[config.mk]
export PLATFORM = sky130hd
export DESIGN_NAME = nvs_store
export DESIGN_NICKNAME = d
export VERILOG_FILES = /design/src/rtl/nvs_pkg.sv /design/src/rtl/nvs_powerup.sv /design/src/rtl/nvs_busy_timer.sv /design/src/rtl/nvs_job_ctl.sv /design/src/rtl/nvs_array.sv /design/src/rtl/nvs_store.sv
export SDC_FILE = /design/constraint.sdc
export NUM_CORES = 1
export LEC_CHECK = 0
export BUFFER_PORTS_ARGS = -buffer_cell sky130_fd_sc_hd__buf_2
export CAP_MARGIN = 10
export CORE_MARGIN = 2
export CORE_UTILIZATION = 54
export CTS_BUF_LIST = sky130_fd_sc_hd__clkbuf_4
export DETAILED_ROUTE_END_ITERATION = 7
export GPL_ROUTABILITY_DRIVEN = 0
export PLACE_DENSITY_LB_ADDON = 0.12
export SYNTH_ARGS = -nofsm -noshare
export SYNTH_HDL_FRONTEND = slang
export SYNTH_SLANG_ARGS = --single-unit
[constraint.sdc]
create_clock -name clk -period 2.35 [get_ports clk]
set_input_delay 0.3525 -clock clk [delete_from_list [all_inputs] [get_ports clk]]
set_output_delay 0.3525 -clock clk [all_outputs]
set_load 0.01 [all_outputs]
[src/rtl/nvs_pkg.sv]
`timescale 1ns/1ps
package nvs_pkg;
    localparam int NUM_POTS     = 4;
    localparam int REGS_PER_POT = 4;
    localparam int DATA_W       = 8;
    localparam int POT_W        = $clog2(NUM_POTS);
    localparam int REG_W        = $clog2(REGS_PER_POT);
    localparam int ROW_W        = NUM_POTS * DATA_W;

    typedef enum logic [1:0] {
        OP_STORE_HOST = 2'd0,
        OP_SAVE_ONE   = 2'd1,
        OP_SAVE_ALL   = 2'd2,
        OP_NONE       = 2'd3
    } nv_op_e;

    typedef enum logic [1:0] {
        JS_IDLE   = 2'd0,
        JS_HELD   = 2'd1,
        JS_FLIGHT = 2'd2
    } job_state_e;

    typedef struct packed {
        logic [NUM_POTS-1:0] lanes;
        logic [REG_W-1:0]    reg_idx;
        logic [ROW_W-1:0]    data;
    } nv_job_t;

    function automatic logic op_is_store(nv_op_e op);
        return op != OP_NONE;
    endfunction

    // Turn a request into lane enables plus a full row of data.
    function automatic nv_job_t make_job(nv_op_e op, logic [POT_W-1:0] pot,
                                         logic [REG_W-1:0] ridx,
                                         logic [DATA_W-1:0] host_byte,
                                         logic [ROW_W-1:0] wipers);
        nv_job_t j;
        j.reg_idx = ridx;
        j.lanes   = '0;
        j.data    = wipers;
        case (op)
            OP_STORE_HOST: begin
                j.lanes[pot] = 1'b1;
                j.data       = {NUM_POTS{host_byte}};
            end
            OP_SAVE_ONE: j.lanes[pot] = 1'b1;
            OP_SAVE_ALL: j.lanes      = '1;
            default:     j.lanes      = '0;
        endcase
        return j;
    endfunction
endpackage

[src/rtl/nvs_powerup.sv]
`timescale 1ns/1ps
module nvs_powerup #(
    parameter int unsigned RD_DLY = 125000,
    parameter int unsigned WR_DLY = 625000
) (
    input  logic clk,
    input  logic rst,
    output logic rd_ready_o,
    output logic wr_ready_o
);
    localparam int unsigned CW = $clog2(WR_DLY + 1);

    logic [CW-1:0] age_q;

    always_ff @(posedge clk) begin
        if (rst)
            age_q <= '0;
        else if (age_q != CW'(WR_DLY))
            age_q <= age_q + 1'b1;
    end

    assign rd_ready_o = (age_q >= CW'(RD_DLY));
    assign wr_ready_o = (age_q == CW'(WR_DLY));
endmodule

[src/rtl/nvs_busy_timer.sv]
`timescale 1ns/1ps
module nvs_busy_timer #(
    parameter int unsigned CYCLES = 625000
) (
    input  logic clk,
    input  logic rst,
    input  logic load_i,
    output logic busy_o,
    output logic last_o
);
    localparam int unsigned CW = $clog2(CYCLES + 1);

    logic [CW-1:0] left_q;

    always_ff @(posedge clk) begin
        if (rst)
            left_q <= '0;
        else if (load_i)
            left_q <= CW'(CYCLES);
        else if (left_q != '0)
            left_q <= left_q - 1'b1;
    end

    assign busy_o = (left_q != '0);
    assign last_o = (left_q == CW'(1));
endmodule

[src/rtl/nvs_job_ctl.sv]
`timescale 1ns/1ps
module nvs_job_ctl
    import nvs_pkg::*;
(
    input  logic    clk,
    input  logic    rst,
    input  logic    accept_i,
    input  nv_job_t job_i,
    input  logic    start_i,
    input  logic    stop_i,
    input  logic    wp_n_i,
    input  logic    last_i,
    output logic    launch_o,
    output logic    commit_o,
    output nv_job_t job_o
);
    job_state_e state_q;
    nv_job_t    job_q;

    assign launch_o = (state_q == JS_HELD) && stop_i && wp_n_i;
    assign commit_o = (state_q == JS_FLIGHT) && last_i;
    assign job_o    = job_q;

    always_ff @(posedge clk) begin
        if (rst) begin
            state_q <= JS_IDLE;
        end else begin
            case (state_q)
                JS_FLIGHT: if (last_i) state_q <= JS_IDLE;
                default: begin
                    if (stop_i)
                        state_q <= launch_o ? JS_FLIGHT : JS_IDLE;
                    else if (start_i)
                        state_q <= JS_IDLE;
                    else if (accept_i)
                        state_q <= JS_HELD;
                end
            endcase
        end
    end

    always_ff @(posedge clk) begin
        if (rst)
            job_q <= '0;
        else if (accept_i && state_q != JS_FLIGHT && !stop_i && !start_i)
            job_q <= job_i;
    end
endmodule

[src/rtl/nvs_array.sv]
`timescale 1ns/1ps
module nvs_array
    import nvs_pkg::*;
(
    input  logic             clk,
    input  logic             we_i,
    input  nv_job_t          job_i,
    input  logic [REG_W-1:0] rd_reg_i,
    output logic [ROW_W-1:0] row_o,
    output logic [ROW_W-1:0] preset_o
);
    // Persistent cells: deliberately not cleared by reset.
    for (genvar p = 0; p < NUM_POTS; p++) begin : g_pot
        logic [DATA_W-1:0] cell_q [REGS_PER_POT];

        always_ff @(posedge clk) begin
            if (we_i && job_i.lanes[p])
                cell_q[job_i.reg_idx] <= job_i.data[p*DATA_W +: DATA_W];
        end

        assign row_o[p*DATA_W +: DATA_W]    = cell_q[rd_reg_i];
        assign preset_o[p*DATA_W +: DATA_W] = cell_q[0];
    end
endmodule

[src/rtl/nvs_store.sv]
`timescale 1ns/1ps
module nvs_store
    import nvs_pkg::*;
#(
    parameter int unsigned WR_CYCLES = 625000,
    parameter int unsigned RD_DLY    = 125000,
    parameter int unsigned WR_DLY    = 625000
) (
    input  logic             clk,
    input  logic             rst,
    input  logic             wp_n_i,
    input  logic             cmd_valid_i,
    input  logic [1:0]       cmd_op_i,
    input  logic [POT_W-1:0] cmd_pot_i,
    input  logic [REG_W-1:0] cmd_reg_i,
    input  logic [DATA_W-1:0] cmd_data_i,
    input  logic [ROW_W-1:0] wiper_i,
    input  logic             start_i,
    input  logic             stop_i,
    input  logic [REG_W-1:0] rd_reg_i,
    output logic [ROW_W-1:0] row_o,
    output logic [ROW_W-1:0] preset_o,
    output logic             busy_o,
    output logic             rd_ready_o,
    output logic             wr_ready_o
);
    nv_op_e  op;
    nv_job_t new_job;
    nv_job_t cur_job;
    logic    accept;
    logic    launch;
    logic    commit;
    logic    last;

    assign op      = nv_op_e'(cmd_op_i);
    assign new_job = make_job(op, cmd_pot_i, cmd_reg_i, cmd_data_i, wiper_i);
    assign accept  = cmd_valid_i && wr_ready_o && !busy_o && op_is_store(op);

    nvs_powerup #(.RD_DLY(RD_DLY), .WR_DLY(WR_DLY)) u_pwr (
        .clk        (clk),
        .rst        (rst),
        .rd_ready_o (rd_ready_o),
        .wr_ready_o (wr_ready_o)
    );

    nvs_job_ctl u_job (
        .clk      (clk),
        .rst      (rst),
        .accept_i (accept),
        .job_i    (new_job),
        .start_i  (start_i),
        .stop_i   (stop_i),
        .wp_n_i   (wp_n_i),
        .last_i   (last),
        .launch_o (launch),
        .commit_o (commit),
        .job_o    (cur_job)
    );

    nvs_busy_timer #(.CYCLES(WR_CYCLES)) u_tmr (
        .clk    (clk),
        .rst    (rst),
        .load_i (launch),
        .busy_o (busy_o),
        .last_o (last)
    );

    nvs_array u_arr (
        .clk      (clk),
        .we_i     (commit),
        .job_i    (cur_job),
        .rd_reg_i (rd_reg_i),
        .row_o    (row_o),
        .preset_o (preset_o)
    );
endmodule

Yosys cells after proc, flatten, opt, wreduce, memory -nomap -nowiden
Memories as Yosys holds them, arrays and structs flattened.
Cells that the tools add are included.
W data, S select, Z words.
{"block": "op_classes", "eq_ne": 10, "n_addsub": 2, "reduce_logical": 24, "magnitude_cmp": 3, "n_mux": 20}
{"cell": "$mux W20", "n": 2}
{"cell": "$mux W32", "n": 1}
{"cell": "$add A20 B1 Y20 const B", "n": 1}
{"cell": "$eq A20 B1 Y1 const B", "n": 1}
{"cell": "$eq A20 B20 Y1 const B", "n": 1}
{"cell": "$ge A20 B17 Y1 const B", "n": 1}
{"cell": "$ne A20 B20 Y1 const B", "n": 1}
{"cell": "$reduce_bool A20 Y1", "n": 1}
{"cell": "$sub A20 B1 Y20 const B", "n": 1}
{"cell": "$logic_and A1 B1 Y1", "n": 14}
{"cell": "$mux W2", "n": 6}
{"cell": "$mux W1", "n": 9}
{"cell": "$pmux W4 S2", "n": 1}
{"cell": "$eq A2 B1 Y1 const B", "n": 2}
{"cell": "$eq A2 B2 Y1 const B", "n": 2}
{"cell": "$ne A2 B2 Y1 const B", "n": 2}
{"cell": "$reduce_bool A4 Y1", "n": 1}
{"cell": "$reduce_or A2 Y1", "n": 2}
{"cell": "$logic_not A1 Y1", "n": 3}
{"cell": "$lt A2 B3 Y1 const B", "n": 1}
{"cell": "$demux W1 S2", "n": 1}
{"cell": "$ge A2 B1 Y1 const B", "n": 1}
{"cell": "$logic_not A2 Y1", "n": 1}
{"cell": "$ne A2 B1 Y1 const B", "n": 1}
{"cell": "other kinds (2)", "n": 2}
{"block": "totals", "mem_count": 4, "word_cells": 70, "mem_bits_rw": 128, "inputBits": 54, "register_bits": 80}
{"memory": "u_arr.g_pot[0].cell_q", "depth": 4, "word_bits": 8, "read_ports": 2, "rd_clocked_by_memory_dff": 0, "wr": 1, "line": "nvs_array.sv:14", "source": "logic [DATA_W-1:0] cell_q [REGS_PER_POT];"}
{"memory": "u_arr.g_pot[1].cell_q", "depth": 4, "word_bits": 8, "read_ports": 2, "rd_clocked_by_memory_dff": 0, "wr": 1, "line": "nvs_array.sv:14"}
{"memory": "u_arr.g_pot[2].cell_q", "depth": 4, "word_bits": 8, "read_ports": 2, "rd_clocked_by_memory_dff": 0, "wr": 1, "line": "nvs_array.sv:14"}
{"memory": "u_arr.g_pot[3].cell_q", "depth": 4, "word_bits": 8, "read_ports": 2, "rd_clocked_by_memory_dff": 0, "wr": 1, "line": "nvs_array.sv:14"}

Logic depth before layout (Yosys ltp)
Gate-level depths: netlist of run 1.
{"block": "depth", "depth_word": 8, "mapped_depth": 9, "depth_no_buf": 7}

Hierarchy
A second synthesis of run 1 with hierarchy kept.
{"block": "unflattened", "hier_cells": 676, "hier_area_um2": 9286.4}
{"module": "nvs_array", "seq_area_each_um2": 3843.7, "cells_each": 186, "instances": 1, "area_each_um2": 4824.6}
{"module": "nvs_job_ctl", "seq_area_each_um2": 800.8, "cells_each": 175, "instances": 1, "area_each_um2": 1810.5}
{"module": "nvs_busy_timer", "seq_area_each_um2": 400.4, "cells_each": 138, "instances": 1, "area_each_um2": 1167.4}
{"module": "nvs_powerup", "seq_area_each_um2": 400.4, "cells_each": 121, "instances": 1, "area_each_um2": 1029.7}
{"module": "nvs_store", "seq_area_each_um2": 0.0, "cells_each": 56, "instances": 1, "area_each_um2": 454.2}

Worst setup path before layout of run 1
OpenSTA, ideal clock, no wires.
{"block": "synth_timing", "kind": "flip-flop to flip-flop", "from": "reg u_tmr.left_q[5]", "to": "mem u_arr.g_pot[0].cell_q[2][0], enable pin", "t_arrival_ns": 1.985, "path_slack_ns": -0.005, "synth_period_minus_slack_ns": 2.355, "path_buffers": 0, "stages_incl_launch_ff": 6, "path_cell_list": "dfxtp_1 > or4_1 > nor3_2 > and3_1 > nand3_1 > nor2_1"}
{"block": "synth_via", "elab_chain_len": 5}
{"element": "start: declaration", "line": "nvs_busy_timer.sv:13", "source": "logic [CW-1:0] left_q;"}
{"element": "start signal: assignment", "line": "nvs_busy_timer.sv:19", "source": "left_q <= CW'(CYCLES);"}
{"element": "start signal: assignment", "line": "nvs_busy_timer.sv:21", "source": "left_q <= left_q - 1'b1;"}
{"element": "$eq A20 B1 Y1", "line": "nvs_busy_timer.sv:25", "source": "assign last_o = (left_q == CW'(1));"}
{"element": "$logic_and A1 B1 Y1", "line": "nvs_job_ctl.sv:21", "source": "assign commit_o = (state_q == JS_FLIGHT) && last_i;"}
{"element": "$logic_and A1 B1 Y1", "line": "nvs_array.sv:17", "source": "if (we_i && job_i.lanes[p])"}
{"element": "$mux W1", "line": "nvs_array.sv:17"}
{"element": "$mux W1 (implied by the code)", "line": "nvs_array.sv:18", "source": "cell_q[job_i.reg_idx] <= job_i.data[p*DATA_W +: DATA_W];"}
{"element": "end: declaration", "line": "nvs_array.sv:14"}
Every way passes these cells.

Worst setup path in the final report of run 1
{"block": "layout_timing", "from": "reg u_tmr.left_q[18]", "to": "reg u_job.job_q, in the netlist u_job.job_o[21]"}
{"block": "layout_via", "elab_chain_len": 7}
{"element": "$reduce_bool A20 Y1", "line": "nvs_busy_timer.sv:24", "source": "assign busy_o = (left_q != '0);"}
{"element": "$logic_not A1 Y1", "line": "nvs_store.sv:37", "source": "assign accept = cmd_valid_i && wr_ready_o && !busy_o && op_is_store(op);"}
{"element": "$logic_and A1 B1 Y1 (2 in a row)", "line": "nvs_store.sv:37"}
{"element": "$logic_and A1 B1 Y1 (3 in a row)", "line": "nvs_job_ctl.sv:45", "source": "else if (accept_i && state_q != JS_FLIGHT && !stop_i && !start_i)"}
{"element": "end signal: assignment", "line": "nvs_job_ctl.sv:46", "source": "job_q <= job_i;"}
{"element": "end: declaration", "line": "nvs_job_ctl.sv:18", "source": "nv_job_t job_q;"}
Every way passes these cells.
A chain may end at the register's enable or synchronous reset.

==> results.tsv, run 1 <==
metric	value	unit
Post-synth ARST share	0	%
setup TNS after final layout	0	ps
DP HPWL	13990	um
fin crit share	96.71	%
DRT Wirelength	20440	um
Synth area leader	edfxtp_1	
Internal Power	6554	uW
EDFF count, synth	128	
Seq cells post-synth	208	
Port Buf Inserts	120	
Psw	2638	uW
area post-placement	0.009910	mm2
dpl cells	992	
Clock Tree Root	clkbuf_4	
area of the multi-input gates	0.003228	mm2
pre-CTS setup slack	24.69	ps
Clk pwr share	32.8	%
Critical Path AT	2840	ps
Crit path required time	2920	ps
first-pass GRT wire length	32770	um
clk slew on worst S/H paths	70	ps
Total GRT Usage	23.69	%
Leak	0.003487	uW
grt ovf	0	
die height	132.1	um
crit end category	flip-flop	
vias per cell	5.725	
Final Slew Violations	0	
final setup skew	29.46	ps
DR vias	6286	
cts hold-fix bufs	0	
sw frac	28.70	%
Max Fclk	440.0	MHz
crit start category	flip-flop	
top cells by area, synth	edfxtp_1 43%, dfxtp_1 18%, mux4_2 8.1%	
fin area	0.01077	mm2
number of antenna violations at the first check in global routing	1	
pwr/cell area	853.7	mW/mm2
Cell variety after synth	50	
Layout fillers	1241	
max-cap viol count	0	
outcome	completed	
Initial Util	55.61	%
Post-Syn Nets	715	
share of post-route cells with drive strength above 1	39.27	%
Mapped Cells	656	
nets	897	
area of the mapped netlist	0.008866	mm2
Hold Vio Cnt, Final	0	
ys flop type	edfxtp_1	
HP Class	in -> reg	
CTS tree	built	
Layout Cells excl Fill	1098	
H-tree Lvls	2	
Register Area	0.005454	mm2
fin crit period	2273	ps
relative slew slack	58.54	%
later-pin clock latency in the skew report	640	ps
warnings from Yosys	0	
Starting DRT DRC Count	445	
DRT Pass-1 Iters	5	
Seq pwr share	45.1	%
boundary pin count	121	
Gate power share	22.1	%
Clock Sink Count	208	
core area	0.01594	mm2
worst vdd ir	0.7073	mV
Worst Path Max Fanout	36	
Die ar.	0.01746	mm2
CTS buffer count	51	
crit path cell chain	nor4_4, nand3_2, buf_4, or4_4, buf_12, nor4_2, a31o_1	
# DRC	0	
die span in x	132.1	um
WS Path Type	reg -> reg	
pin slew with the least headroom to its limit	616.2	ps
Largest stage delay, worst path	560	ps
final antenna-violating net count	0	
row count	46	
top cell type's share of synthesized area	43.35	%
final setup margin	77.33	ps
WL per Instance	18.61	um
Mean Syn Cell Area	13.52	um2
vias in the first global route	6343	
Worst path slowest cell	or4_4	
endpoints failing setup	0	
maximum clock path buffer count	3	
sequential fraction of the synthesis area	61.42	%
largest net degree at the start of global routing	44	
area grow syn2layout	21.44	%
==> metal layers <==
layer / vias up / share of wire, % / routed length [um] / GRT usage (%)
li1: 2942 / - / - / -
met1: 3091 / 41 / 8321 / 30.46
met2: 222 / 51 / 10470 / 40.48
met3: 31 / 6.3 / 1284 / 5.229
met4: 0 / 1.8 / 359 / 7.126
met5: - / 0 / 0 / 0
==> cell type report <==
cell class | count | share of cell area (%)
clock buffers | 77 | 5.369
well taps | 216 | 2.510
diodes | 1 | 0.02324
multi-input cells | 388 | 29.98
inverters | 18 | 0.6275
flip-flops and latches | 208 | 50.66
clock inverters | 19 | 0.9529
repair buffers | 171 | 9.878
==> sequential cells by signal (all words and copies together) (netlist names) <==
| signal | count |
|---|---|
| u_arr.g_pot.cell_q | 128 |
| u_tmr.left_q | 20 |
| u_job.job_o | 38 |
| u_job.state_q | 2 |
| u_pwr.age_q | 20 |
==> power by group through the flow <==
stage / combinational, uW / clock, uW / sequential (uW)
2_1_floorplan: 1190 / 0 / 4190
3_3_place_gp: 1720 / 0 / 4190
3_5_place_dp: 1770 / 0 / 4200
4_1_cts: 1870 / 3090 / 4130
5_1_grt: 2230 / 3280 / 4160
6_report: 2030 / 3020 / 4150
==> cells in the final DEF, fill, tap and decap left out, types with 4 or more instances in the layout <==
cell type / Yosys / final
xnor2_1: 8 / 8
dfxtp_2: 0 / 7
a31oi_1: 5 / 5
a31o_1: 36 / 36
o31ai_1: 4 / 4
ha_1: 5 / 4
clkbuf_4: 0 / 77
or3_1: 6 / 6
nor2_1: 54 / 53
edfxtp_1: 128 / 128
nand4_1: 11 / 11
clkinv_1: 1 / 14
buf_4: 0 / 43
mux4_2: 32 / 32
clkinv_2: 0 / 4
nand2b_1: 8 / 8
buf_6: 6 / 4
buf_2: 3 / 119
nand3_1: 18 / 18
nand2_1: 23 / 22
nor4_2: 31 / 33
and4_1: 4 / 4
nor3_1: 12 / 11
dfxtp_1: 80 / 73
buf_12: 0 / 5
inv_2: 1 / 4
nor4_1: 14 / 11
inv_1: 16 / 14
xor2_1: 18 / 18
a21oi_1: 52 / 52
o21ai_0: 7 / 7
==> Yosys cell counts (2+ instances only) <==
cell	n
nor4_4	2
and3_1	3
o31ai_1	4
inv_1	16
a31o_2	2
or3b_1	2
a31o_1	36
nor4_1	14
nor3_2	2
nand4_1	11
nand3_1	18
a211oi_1	3
ha_1	5
clkbuf_1	24
buf_6	6
nor4_2	31
xor2_1	18
nand2_1	23
nand2b_1	8
or3_1	6
nor3_1	12
a21oi_1	52
or4_1	4
buf_1	9
mux4_2	32
edfxtp_1	128
nand4b_1	3
o21ai_0	7
nor2_1	54
nor3b_1	2
nor2b_1	3
nand3b_1	3
dfxtp_1	80
and4_1	4
buf_2	3
a31oi_1	5
xnor2_1	8
==> critical path, delay by kind of cell, from the launching register on <==
kind	cells	cell delay [ps]
compound gates	1	140
simple gates	4	1340
buf+inv	2	380
flops	1	340
==> stage by stage <==
step                      power (uW)  util (%)  hold slack, ps
final                           9192     67.53           39.08
after global routing            9675     67.53           26.70
after CTS                       9097     66.78           4.794
after detailed placement        5969     62.16           491.2
after global placement          5915     62.16           477.8
after floorplan                 5379         -           460.4
==> final timing paths <==
check | slack (ps) | endpoint | cells past startpoint | start
worst max register to register | 80 | u_job.job_o[21]$_SDFFE_PP0P_ | 7 | u_tmr.left_q[18]$_SDFFE_PP0P_
worst min-delay path | 40 | u_job.state_q[0]$_SDFFE_PP0P_ | 4 | start_i
worst min register to register | 500 | u_arr.g_pot[1].cell_q[1][1]$_DFFE_PP_ | 0 | u_job.job_o[9]$_SDFFE_PP0P_
worst max-delay path | 80 | u_job.job_o[21]$_SDFFE_PP0P_ | 7 | u_tmr.left_q[18]$_SDFFE_PP0P_
==> repair_timing <==
action / CTS / global route
gates cloned: 0 / 0
setup endpoints to repair: 2 / 43
resized for setup: 10 / 17
setup buffers: 3 / 6
pin swaps: 4 / 5
==> cell families (layout without fill, tap and decap cells) <==
logic type / Yosys count / after routing / share of synthesized area [%]
XOR/XNOR: 26 / 26 / 2.568
buffers and inverters: 60 / 285 / 3.090
adder cells (fa/ha/maj): 5 / 5 / 0.7056
other: 0 / 1 / 0
multiplexers: 32 / 32 / 8.129
flip-flops: 208 / 208 / 61.42
AND/OR/NAND/NOR: 213 / 213 / 15.82
AO/OA/AOI/OAI: 112 / 112 / 8.270
(Power assumes the default switching activity.)
==> run 2, diff against run 1 <==
- ABC_AREA: not set -> 1
- CTS_CLUSTER_DIAMETER: not set -> 200
==> results.tsv, run 2 <==
metric	value	unit
sw frac	30.95	%
Mean Syn Cell Area	8.890	um2
pwr/cell area	811.7	mW/mm2
Internal Power	6105	uW
fin area	0.01089	mm2
CTS buffer count	50	
DRT Wirelength	22300	um
Seq cells post-synth	208	
boundary pin count	121	
crit start category	flip-flop	
fin crit share	94.38	%
unrepaired setup endpoints after global routing	false	
Synth area leader	edfxtp_1	
pin slew with the least headroom to its limit	599.6	ps
vias per cell	5.181	
clk slew on worst S/H paths	60	ps
most common cell after layout, fill and taps aside	nor2_1	
grt ovf	0	
nets	1264	
setup TNS after final layout	0	ps
largest net degree at the start of global routing	65	
H-tree Lvls	2	
crit path cell chain	inv_2, ha_2, nor3b_1, nand3_1, nor2_4, buf_2	
Hold Vio Cnt, Final	0	
Crit path required time	2000	ps
fin crit period	2218	ps
Worst Path Max Fanout	5	
DP HPWL	15100	um
area post-placement	0.01020	mm2
sequential fraction of the synthesis area	58.50	%
top cells by area, synth	edfxtp_1 41%, dfxtp_1 17%, nor2_1 8.1%	
WS Path Type	reg -> out	
Starting DRT DRC Count	435	
r2r setup slk	230	ps
crit end category	output port	
Clock Tree Root	clkbuf_4	
max FFs per register	128	
Gate power share	21.5	%
met1 Usage GRT	30.98	%
later-pin clock latency in the skew report	660	ps
Final Slew Violations	0	
share of post-route cells with drive strength above 1	19.97	%
Largest stage delay, worst path	360	ps
dominant cell by count in the synthesized netlist	nor2_1	
ys flop type	edfxtp_1	
Power Total	8841	uW
die span in x	135.3	um
Register Area	0.005445	mm2
area grow syn2layout	17.02	%
outcome	completed	
WL per Instance	15.14	um
DRT Pass-1 Iters	4	
HP Class	in -> reg	
CTS tree	built	
Clock Sink Count	208	
final setup skew	22.05	ps
row count	48	
warnings from Yosys	0	
# DRC	0	
Initial Util	54.57	%
Min-Delay Endpoint	u_job.job_o[8]$_SDFFE_PP0P_	
worst reg2reg path startpoint	u_tmr.left_q[12]$_SDFFE_PP0P_	
worst vdd ir	0.7357	mV
maximum clock path buffer count	3	
first-pass GRT wire length	34880	um
DR vias	7631	
Post-synth ARST share	0	%
vias in the first global route	7123	
Seq pwr share	46.7	%
Worst R2R End	u_arr.g_pot[1].cell_q[2][4]$_DFFE_PP_	
area of the mapped netlist	0.009308	mm2
die height	135.3	um
met2 Usage GRT	42.10	%
relative slew slack	60.03	%
Worst path slowest cell	dfxtp_1	
EDFF count, synth	128	
gr busiest metal	met2	
Die ar.	0.01830	mm2
Max Fclk	450.9	MHz
Layout Cells excl Fill	1473	
Post-Syn Nets	1106	
Clk pwr share	31.8	%
max-cap viol count	0	
Leak	0.004437	uW
Port Buf Inserts	120	
dpl cells	1373	
Biggest register	u_arr.g_pot.cell_q	
Mapped Cells	1047	
final antenna-violating net count	0	
commonest cells after routing, fill and taps aside	201 x nor2_1, 156 x nand2_1, 128 x edfxtp_1	
met3 Use GR	4.602	%
Cell variety after synth	37	
top cell type's share of synthesized area	41.30	%
number of antenna violations at the first check in global routing	1	
core area	0.01706	mm2
Critical Path AT	1870	ps
Psw	2736	uW
area of the multi-input gates	0.003193	mm2
commonest cells in the netlist	202 x nor2_1, 156 x nand2_1, 128 x edfxtp_1	
Layout fillers	1512	
endpoints failing setup	0	
Hold Path Cell Cnt	5	
hold path start	wiper_i[8]	
Total GRT Usage	24.66	%
r2r worst-path depth	8	
==> run 2: cell count changes in the layout (fill, tap and decap cells not counted), moves of 13 or more <==
cell	change
nor4_2	-33
nand2_1	+134
buf_4	-13
nor2_1	+148
o22ai_1	+32
nand3_1	+15
o21ai_0	+70
mux4_2	-32
a21oi_1	+15
xor2_1	-14
nand4_1	+34
a31o_1	-36
inv_1	+102
==> run 2: kinds of logic (layout without fill, tap and decap cells) <==
group	after synthesis	after routing	synth area share (%)
adders and majority gates	5	5	0.6721
and+or+nand+nor	472	472	22.13
other	0	1	0
AOI/OAI and AO/OA	183	183	10.43
DFF	208	208	58.50
buffers and inverters	170	370	7.420
xor gates and xnor gates	9	9	0.8468
==> run 2: area by class of cell <==
type | instances | share of cell area (%)
multi-input cells | 669 | 29.32
inverters | 121 | 4.170
well taps | 225 | 2.585
diodes | 1 | 0.02298
repair buffers | 155 | 8.133
clock inverters | 23 | 0.8845
clock buffers | 71 | 4.894
flip-flops and latches | 208 | 49.99
==> run 2: per-layer routing <==
layer | part of all wire [%] | wire length (um) | up-vias
met4 | 2.7 | 607 | 0
met1 | 43 | 9490 | 3506
li1 | - | - | 3868
met5 | 0 | 0 | -
met3 | 5.9 | 1306 | 39
met2 | 49 | 10900 | 218
==> run 2: worst max path at each step <==
stage                                  start                                     to  slack [ps]  cells after the start
2_1_floorplan   u_tmr.left_q[5]$_SDFFE_PP0P_  u_arr.g_pot[0].cell_q[0][0]$_DFFE_PP_         470                      7
5_1_grt        u_tmr.left_q[11]$_SDFFE_PP0P_                                 busy_o           9                      5
4_1_cts         u_tmr.left_q[0]$_SDFFE_PP0P_                                 busy_o          60                      5
3_3_place_gp     u_pwr.age_q[0]$_SDFFE_PP0P_           u_job.job_o[33]$_SDFFE_PP0P_         230                      8
6_report         u_pwr.age_q[0]$_SDFFE_PP0P_                             wr_ready_o         130                      6
3_5_place_dp    u_tmr.left_q[0]$_SDFFE_PP0P_           u_job.job_o[34]$_SDFFE_PP0P_         210                      8
==> run 2: power by group through the flow <==
stage / Combinational, uW / Sequential (uW) / Clock, uW
after floorplan: 1470 / 4160 / 0
after global placement: 1870 / 4200 / 0
after detailed placement: 1890 / 4200 / 0
after CTS: 1900 / 4120 / 2900
after global routing: 2160 / 4140 / 3080
final: 1900 / 4130 / 2810
==> run 2: worst max-delay path: cells and delay by family, from the launching register on <==
family / cells / cell delay (ps)
fa+ha+maj: 1 / 190
simple gates: 3 / 460
flops: 1 / 360
buf+inv: 2 / 220
==> run 2: through the flow <==
stage               setup slack [ps]  utilization [%]  hold WS, ps
floorplan                      472.3                -        439.7
global placement               230.3            59.80        453.1
detailed placement             212.7            59.80        472.6
CTS                            58.36            63.80        9.491
global route                   8.521            63.86        29.88
finish                         132.1            63.86        59.68
==> run 2: what timing repair did <==
item	in CTS	in global routing
gates resized for setup	1	4
endpoints found under the hold margin	3	0
setup endpoints to repair	1	9
setup buffers	1	0
pin swaps	1	1
hold buffers	4	0
